File: src/rtl/sram_ctrl_pkg.sv
package sram_ctrl_pkg;

  typedef enum logic [2:0] {
    ST_IDLE,
    ST_READ,
    ST_WWAIT,
    ST_WSETUP,
    ST_WPULSE,
    ST_WRECOV
  } ctrl_state_e;

  function automatic int ceil_div(input int num, input int den);
    return (num + den - 1) / den;
  endfunction

  function automatic int max2(input int a, input int b);
    return (a > b) ? a : b;
  endfunction

endpackage

File: src/rtl/sram_phase_timer.sv
module sram_phase_timer #(
  parameter int CW = 4
) (
  input  logic          clk,
  input  logic          rst,
  input  logic          load,
  input  logic [CW-1:0] load_val,
  output logic          done
);

  logic [CW-1:0] cnt_q;

  always_ff @(posedge clk) begin
    if (rst)
      cnt_q <= '0;
    else if (load)
      cnt_q <= load_val;
    else if (cnt_q != '0)
      cnt_q <= cnt_q - 1'b1;
  end

  assign done = (cnt_q == '0);

endmodule

File: src/rtl/sram_bus_guard.sv
module sram_bus_guard #(
  parameter int HOLD = 5
) (
  input  logic clk,
  input  logic rst,
  input  logic start,
  output logic clear
);

  localparam int GW = $clog2(HOLD + 2);
  localparam logic [GW-1:0] HOLD_V = GW'(HOLD);

  logic [GW-1:0] cnt_q;

  always_ff @(posedge clk) begin
    if (rst)
      cnt_q <= '0;
    else if (start)
      cnt_q <= HOLD_V;
    else if (cnt_q != '0)
      cnt_q <= cnt_q - 1'b1;
  end

  assign clear = (cnt_q == '0);

endmodule

File: src/rtl/sram_cycle_ctrl.sv
module sram_cycle_ctrl
  import sram_ctrl_pkg::*;
#(
  parameter int AW      = 19,
  parameter int DW      = 8,
  parameter int CLK_NS  = 5,
  parameter int T_RC_NS = 70,
  parameter int T_AA_NS = 70,
  parameter int T_OE_NS = 50,
  parameter int T_WC_NS = 70,
  parameter int T_WP_NS = 55,
  parameter int T_DW_NS = 30,
  parameter int T_WR_NS = 5,
  parameter int T_HZ_NS = 25
) (
  input  logic          clk,
  input  logic          rst,
  input  logic          req,
  input  logic          we,
  input  logic [AW-1:0] addr,
  input  logic [DW-1:0] wdata,
  output logic          ack,
  output logic [DW-1:0] rdata,
  output logic [AW-1:0] sram_addr,
  output logic [DW-1:0] sram_dq_out,
  output logic          sram_dq_oe,
  input  logic [DW-1:0] sram_dq_in,
  output logic          sram_cs_n,
  output logic          sram_we_n,
  output logic          sram_oe_n
);

  // Clock counts derived from the nanosecond limits, rounded up.
  localparam int RD_CYC  = max2(1, max2(ceil_div(T_RC_NS, CLK_NS),
                                        max2(ceil_div(T_AA_NS, CLK_NS),
                                             ceil_div(T_OE_NS, CLK_NS))));
  localparam int WP_CYC  = max2(1, ceil_div(max2(T_WP_NS, T_DW_NS), CLK_NS));
  localparam int WC_CYC  = ceil_div(T_WC_NS, CLK_NS);
  localparam int REC_CYC = max2(1, max2(ceil_div(T_WR_NS, CLK_NS), WC_CYC - 1 - WP_CYC));
  localparam int HZ_CYC  = ceil_div(T_HZ_NS, CLK_NS);
  localparam int MAX_CYC = max2(RD_CYC, max2(WP_CYC, REC_CYC));
  localparam int CW      = $clog2(MAX_CYC + 1);

  localparam logic [CW-1:0] RD_LD  = CW'(RD_CYC - 1);
  localparam logic [CW-1:0] WP_LD  = CW'(WP_CYC - 1);
  localparam logic [CW-1:0] REC_LD = CW'(REC_CYC - 1);

  ctrl_state_e   state_q;
  logic          tmr_load;
  logic [CW-1:0] tmr_val;
  logic          tmr_done;
  logic          bus_free;
  logic          rd_end;

  // Timer load selection per phase entry.
  always_comb begin
    tmr_load = 1'b0;
    tmr_val  = '0;
    unique case (state_q)
      ST_IDLE: if (req && !we) begin
        tmr_load = 1'b1;
        tmr_val  = RD_LD;
      end
      ST_WSETUP: begin
        tmr_load = 1'b1;
        tmr_val  = WP_LD;
      end
      ST_WPULSE: if (tmr_done) begin
        tmr_load = 1'b1;
        tmr_val  = REC_LD;
      end
      default: ;
    endcase
  end

  assign rd_end = (state_q == ST_READ) && tmr_done;

  sram_phase_timer #(.CW(CW)) timer_i (
    .clk      (clk),
    .rst      (rst),
    .load     (tmr_load),
    .load_val (tmr_val),
    .done     (tmr_done)
  );

  sram_bus_guard #(.HOLD(HZ_CYC)) guard_i (
    .clk   (clk),
    .rst   (rst),
    .start (rd_end),
    .clear (bus_free)
  );

  always_ff @(posedge clk) begin
    if (rst) begin
      state_q     <= ST_IDLE;
      sram_cs_n   <= 1'b1;
      sram_we_n   <= 1'b1;
      sram_oe_n   <= 1'b1;
      sram_dq_oe  <= 1'b0;
      sram_addr   <= '0;
      sram_dq_out <= '0;
      rdata       <= '0;
      ack         <= 1'b0;
    end else begin
      ack <= 1'b0;
      unique case (state_q)
        ST_IDLE: if (req) begin
          sram_addr <= addr;
          if (!we) begin
            sram_cs_n <= 1'b0;
            sram_oe_n <= 1'b0;
            state_q   <= ST_READ;
          end else begin
            sram_dq_out <= wdata;
            if (bus_free) begin
              sram_cs_n  <= 1'b0;
              sram_dq_oe <= 1'b1;
              state_q    <= ST_WSETUP;
            end else begin
              state_q <= ST_WWAIT;
            end
          end
        end
        ST_READ: if (tmr_done) begin
          rdata     <= sram_dq_in;
          ack       <= 1'b1;
          sram_cs_n <= 1'b1;
          sram_oe_n <= 1'b1;
          state_q   <= ST_IDLE;
        end
        ST_WWAIT: if (bus_free) begin
          sram_cs_n  <= 1'b0;
          sram_dq_oe <= 1'b1;
          state_q    <= ST_WSETUP;
        end
        ST_WSETUP: begin
          sram_we_n <= 1'b0;
          state_q   <= ST_WPULSE;
        end
        ST_WPULSE: if (tmr_done) begin
          sram_we_n <= 1'b1;
          state_q   <= ST_WRECOV;
        end
        ST_WRECOV: if (tmr_done) begin
          sram_cs_n  <= 1'b1;
          sram_dq_oe <= 1'b0;
          ack        <= 1'b1;
          state_q    <= ST_IDLE;
        end
        default: state_q <= ST_IDLE;
      endcase
    end
  end

endmodule

File: config.mk
export PLATFORM = sky130hd
export DESIGN_NAME = sram_cycle_ctrl
export DESIGN_NICKNAME = d
export VERILOG_FILES = /design/src/rtl/sram_ctrl_pkg.sv /design/src/rtl/sram_phase_timer.sv /design/src/rtl/sram_bus_guard.sv /design/src/rtl/sram_cycle_ctrl.sv
export SDC_FILE = /design/constraint.sdc
export NUM_CORES = 1
export LEC_CHECK = 0
export ABC_AREA = 0
export BUFFER_PORTS_ARGS = -buffer_cell sky130_fd_sc_hd__buf_2
export CAP_MARGIN = 20
export CORE_AREA = 2 2 82 84
export DETAILED_ROUTE_END_ITERATION = 8
export DIE_AREA = 0 0 84 86
export PLACE_DENSITY = 0.69
export SLEW_MARGIN = 20
export SYNTH_ARGS = -nofsm -noshare
export SYNTH_HDL_FRONTEND = slang
export SYNTH_SLANG_ARGS = --single-unit
export TNS_END_PERCENT = 10
File: constraint.sdc
create_clock -name clk -period 1.7 [get_ports clk]
set_input_delay 0.17 -clock clk [delete_from_list [all_inputs] [get_ports clk]]
set_output_delay 0.17 -clock clk [all_outputs]
set_load 0.01 [all_outputs]
Yosys cells after proc, flatten, opt, wreduce, memory -nomap -nowiden
Index checks and enable logic that the tools add are counted.

storage, ports and cells
  bits in latches = 0
  word-level logic and storage cells = 84
  output and inout port bits = 40
  memory bits (writable) = 0
  memories = 0
  bits in read-only memories = 0
  register bits after elaboration = 50
  bits of input ports = 39

cells by class
  bitwise logic cells = 1
  $add $sub $neg = 2
  eq/ne operators = 13
  multiply operators = 0
  $lt $le $gt $ge = 0
  divide/modulo/power cells = 0
  shift-type cells = 0
  reduce and logical (&&, ||, !) cells = 25
  muxes and demuxes = 31

operator list
  kind                                               number
  two-way mux 3 bit                                  6
  case mux 3 bit (5 select lines)                    1
  two-way mux 1 bit                                  14
  inequality test 2 bit (second input constant)      7
  two-way mux 4 bit                                  3
  case mux 4 bit (3 select lines)                    1
  AND reduction 4 bit                                3
  case mux 1 bit (3 select lines)                    3
  nonzero test 3 bit                                 3
  nonzero test 2 bit                                 4
  == test 3 x 2 -> 1 bit (second input constant)     2
  == test 3 bit (second input constant)              2
  logical NOT 3 bit                                  2
  AND reduction 2 bit                                3
  AND reduction 3 bit                                2
  OR reduction 2 bit                                 3
  logical NOT 4 bit                                  1
  case mux 1 bit (2 select lines)                    2
  nonzero test 4 bit                                 1
  subtractor 4 x 1 -> 4 bit (second input constant)  1
  == test 3 x 1 -> 1 bit (second input constant)     1
  subtractor 3 x 1 -> 3 bit (second input constant)  1
  logical AND 1 bit                                  2
  two-way mux 2 bit                                  1
  other kinds (3)                                    3

Depth between registers and ports, before layout
  word-level depth = 5
  mapped depth = 8
  gate-level depth less buffers = 6

By module
A second synthesis with hierarchy kept.

second synthesis, totals
  cells, all modules = 240
  area total of the unflattened synthesis = 2124.5 um^2

by module, submodules not included
  module            instances  cells an instance  area an instance (um^2)  seq. area each (um^2)
  sram_cycle_ctrl   1          199                1729.2                   860.8
  sram_phase_timer  1          24                 229.0                    80.1
  sram_bus_guard    1          17                 166.4                    60.1

Worst setup path after synthesis
Ideal clock, no wire load.

  kind = register to register
  from = register timer_i.cnt_q[0]
  to = register rdata[2]
  data required time = 1568 ps
  arrival time = 1658 ps
  library setup time = 132 ps
  buffers on the path = 2
  period minus slack after synthesis = 1791 ps
  path slack = -91 ps
  stages on the path, launching flop included = 9
  path through = dfxtp_1 -> inv_1 -> ha_1 -> or3b_1 -> buf_2 -> or3_4 -> buf_6 -> o21ai_1 -> a21oi_1

on the way
  word-level cells in the longest chain between the ends = 2

RTL lines
  item                                  RTL line                text
  from (decl)                           sram_phase_timer.sv:11  logic [CW-1:0] cnt_q;
  from (signal assigned)                sram_phase_timer.sv:17  cnt_q <= load_val;
  from (signal assigned)                sram_phase_timer.sv:19  cnt_q <= cnt_q - 1'b1;
  logical NOT 4 bit                     sram_phase_timer.sv:22  assign done = (cnt_q == '0);
  AND reduction 2 bit (no source line)  -
  to (signal assigned)                  sram_cycle_ctrl.sv:125  rdata <= sram_dq_in;
  to (decl)                             sram_cycle_ctrl.sv:23   output logic [DW-1:0] rdata,

Every way passes these cells.
A chain may end at the register's enable or synchronous reset.

Worst setup path in the final report
  from = register timer_i.cnt_q[0]
  to = register timer_i.cnt_q[1]

on the way
  word-level cells in the longest chain between the ends = 4
  elaborated cells on any way between the ends = 8
  those cells by class = add/sub (1); mux (4); reduce/logical (3)

RTL lines
  item
  parallel branches: the longest is 4 deep, another holds subtractor 4 x 1 -> 4 bit

Several ways; the timed one is not identified. The select of a mux whose other input is x is not followed.

==> impl_metrics.ini <==
[run_status]
status = completed

[global_routing]
grt_pass1_vias = 1886
grt_antenna_before_repair = 0
grt_first_pass_wirelength_mm = 8.58
grt_start_max_net_pins = 26
globalRouteOverflowTotal = 0
gr-usage-all-layers = 0.145

[critical_path]
cp.required_ns = 1.90
rrSetupSlack_ns = 0.01
end_kind = flop
worstPathArrival_ns = 1.89
cp_max_fo = 3
r2r_cells = 6
r2r-end = timer_i.cnt_q[1]$_SDFFE_PP0P_
critical_path_class = flop to flop
r2r_start = timer_i.cnt_q[0]$_SDFFE_PP0P_
startpoint_type = flop

[synth]
synth_compound_area_frac = 0.197
synth_top_family_by_area = simple AND/OR/NAND/NOR gates
synth_area_leaders = dfxtp_1 (48%), nand2_1 (11%), a21oi_1 (11%), clkbuf_1 (2.4%), nor2_1 (2.2%)
ys_seq_area_frac = 0.483
yosys_warnings = 0
synth_simple_gate_area_share = 0.243
synth_cells = 255
ys_types = 41
synth_top_area_share = 0.483
synthMuxAreaShare = 0
synth_adder_area_share = 0.0181
syn-mean-instance-area_um2 = 8.13
netlist_area_um2 = 2070
synth_nets = 297
yosysTopAreaCell = dfxtp_1
synthXorXnorAreaFrac = 0.00423
synth_seq_cells = 50

[clock_network]
htreeDepth = 2
cts_tree = yes
clk_path_buf_depth = 2
cts_made_buffers = 5
cts_root_buf = clkbuf_8
clock_sink_count = 50
clk_latency_ns = 0.30
clk_pin_slew_ns = 0.09
holdBufCountCts = 0

[routing]
drc = 0
ant_nets = 0
vias = 2009
drt_iter0_drc = 94
routedWlPerCell_um = 12.3
post_drt_via_cell_ratio = 4.82
routed_wl_mm = 5.12
drt-pass1-iter-count = 5

[placed_design]
post-place-ws_ns = -0.0448
portBuffers = 78
gp_congestion = 0.840
hpwl_mm = 3.57

[hold_path]
hold_class = input pin to flop
whs_path_depth = 3
hold_end = rdata[1]$_SDFFE_PP0P_
hold_start = sram_dq_in[1]

[floorplan]
start_util = 0.330
die_w_um = 84
dieArea_um2 = 7220
core_region_area_um2 = 6280
io_pins = 79
rows = 29
fp.dieH_um = 86

[timing]
rsz0062_at_grt = true
fin_crit_sh = 0.993
fin_ws_ns = 0.0127
tightestPinTransition_ns = 0.492
setup_viol = 0
hold_violations = 0
post-route-min-period_ns = 1.69
fmax_mhz = 593
slew_violations = 0
fin_worst_skew_ns = 0.00481
relSlewSlack = 0.672

[flow_run]
cap_violations = 0

[power_and_ir_drop]
p_per_area_nw_per_um2 = 1450
worst_ir_drop_vdd_v = 0.000519
leakage_nw = 1.22

[layout]
area_growth_pct = 34.1
drive_above_1_share = 0.356
fillCellCount = 619
final_core_util = 0.443
final_common_cell = buf_2
nets = 381
diodes = 0
layout_common_cells = buf_2 (79), nand2_1 (60), dfxtp_1 (48)
-- power by group --
| part | total, mW | internal, mW | switching, mW |
|---|---|---|---|
| clock | 0.830 | 0.439 | 0.390 |
| combinational | 1.66 | 0.780 | 0.882 |
| sequential | 1.55 | 1.41 | 0.138 |
-- timing repair --
| action | 4_1_cts | 5_1_grt |
|---|---|---|
| endpoints found under the hold margin | 0 | 0 |
| cloned | 2 | 0 |
| buffers inserted | 2 | 0 |
| endpoints found under the setup margin | 8 | 14 |
| gates resized for setup | 12 | 3 |
| pin swaps | 2 | 3 |
-- cell type report --
cell class              count  area, µm²  area share
clock inverters             2       37.5      0.0135
multi-input cells         180       1010       0.364
well taps                  77       96.3      0.0347
clock buffers               6       72.6      0.0261
flip-flops and latches     50       1000       0.361
inverters                   7       26.3     0.00946
repair buffers             95        532       0.191
-- cell families after synthesis --
family,after synthesis
buffers and inverters,26
and+or+nand+nor,104
adders and majority gates,3
DFF,50
AOI/OAI and AO/OA,71
xor gates and xnor gates,1
-- layer usage --
| layer | track usage | share of wire | up-vias |
|---|---|---|---|
| met5 | 0 | 0 | - |
| met3 | 0.0289 | 0.052 | 8 |
| met4 | 0.0572 | 0.015 | 0 |
| met1 | 0.167 | 0.43 | 917 |
| li1 | - | - | 1029 |
| met2 | 0.266 | 0.50 | 55 |
-- flip-flops by register name, summed over array words and instances (netlist names) --
name and cells:
sram_addr 19, rdata 8, sram_dq_out 8, timer_i.cnt_q 4, guard_i.cnt_q 3, state_q 3
ack 1, sram_cs_n 1, sram_dq_oe 1, sram_oe_n 1, sram_we_n 1
-- cells in the mapped netlist, drive strengths merged --
library cell / count
o211ai: 1
nor4b: 2
o311a: 1
o21bai: 1
and2: 1
a21oi: 44
buf: 6
o32ai: 1
nand3: 8
clkbuf: 13
or3b: 1
inv: 7
nand2: 60
xnor2: 1
ha: 3
dfxtp: 50
a211oi: 3
a221oi: 2
nor3b: 1
or3: 2
nand2b: 3
a211o: 2
nor4bb: 1
nor4: 2
or4b: 2
or2b: 1
nor2b: 3
nor3: 4
o21ai: 13
a21o: 2
nor2: 12
a2111oi: 1
or2: 1
-- worst max path at each step --
stage | end | start | cells after the start | slack [ns]
6_report | timer_i.cnt_q[1]$_SDFFE_PP0P_ | timer_i.cnt_q[0]$_SDFFE_PP0P_ | 6 | 0.01
3_3_place_gp | timer_i.cnt_q[1]$_SDFFE_PP0P_ | timer_i.cnt_q[0]$_SDFFE_PP0P_ | 6 | 0.05
3_5_place_dp | rdata[6]$_SDFFE_PP0P_ | timer_i.cnt_q[0]$_SDFFE_PP0P_ | 8 | -0.04
5_1_grt | rdata[0]$_SDFFE_PP0P_ | timer_i.cnt_q[0]$_SDFFE_PP0P_ | 8 | -0.07
4_1_cts | rdata[4]$_SDFFE_PP0P_ | timer_i.cnt_q[1]$_SDFFE_PP0P_ | 6 | -0.03
2_1_floorplan | rdata[2]$_SDFFE_PP0P_ | timer_i.cnt_q[0]$_SDFFE_PP0P_ | 8 | -0.09
-- per-stage QoR --
stage | hold WS [ns] | cells | setup TNS, ns | power, mW | instance area, µm²
after detailed placement | 0.416 | 405 | -0.139 | 3.07 | 2590
after global routing | 0.0912 | 417 | -0.614 | 4.34 | 2780
after CTS | 0.0811 | 417 | -0.0495 | 4.07 | 2770
after global placement | 0.410 | 405 | 0 | 3.02 | 2590
after floorplan | 0.306 | 255 | -0.717 | 2.58 | 2080
final | 0.0957 | 417 | 0 | 4.04 | 2780
-- critical path: stages, from the launching register on --
cell and delay, ns:
dfxtp_2 0.34, inv_2 0.07, ha_4 0.13, or3b_4 0.39, buf_6 0.14, a211o_1 0.28, a221oi_1 0.24
(Power assumes the default switching activity.)
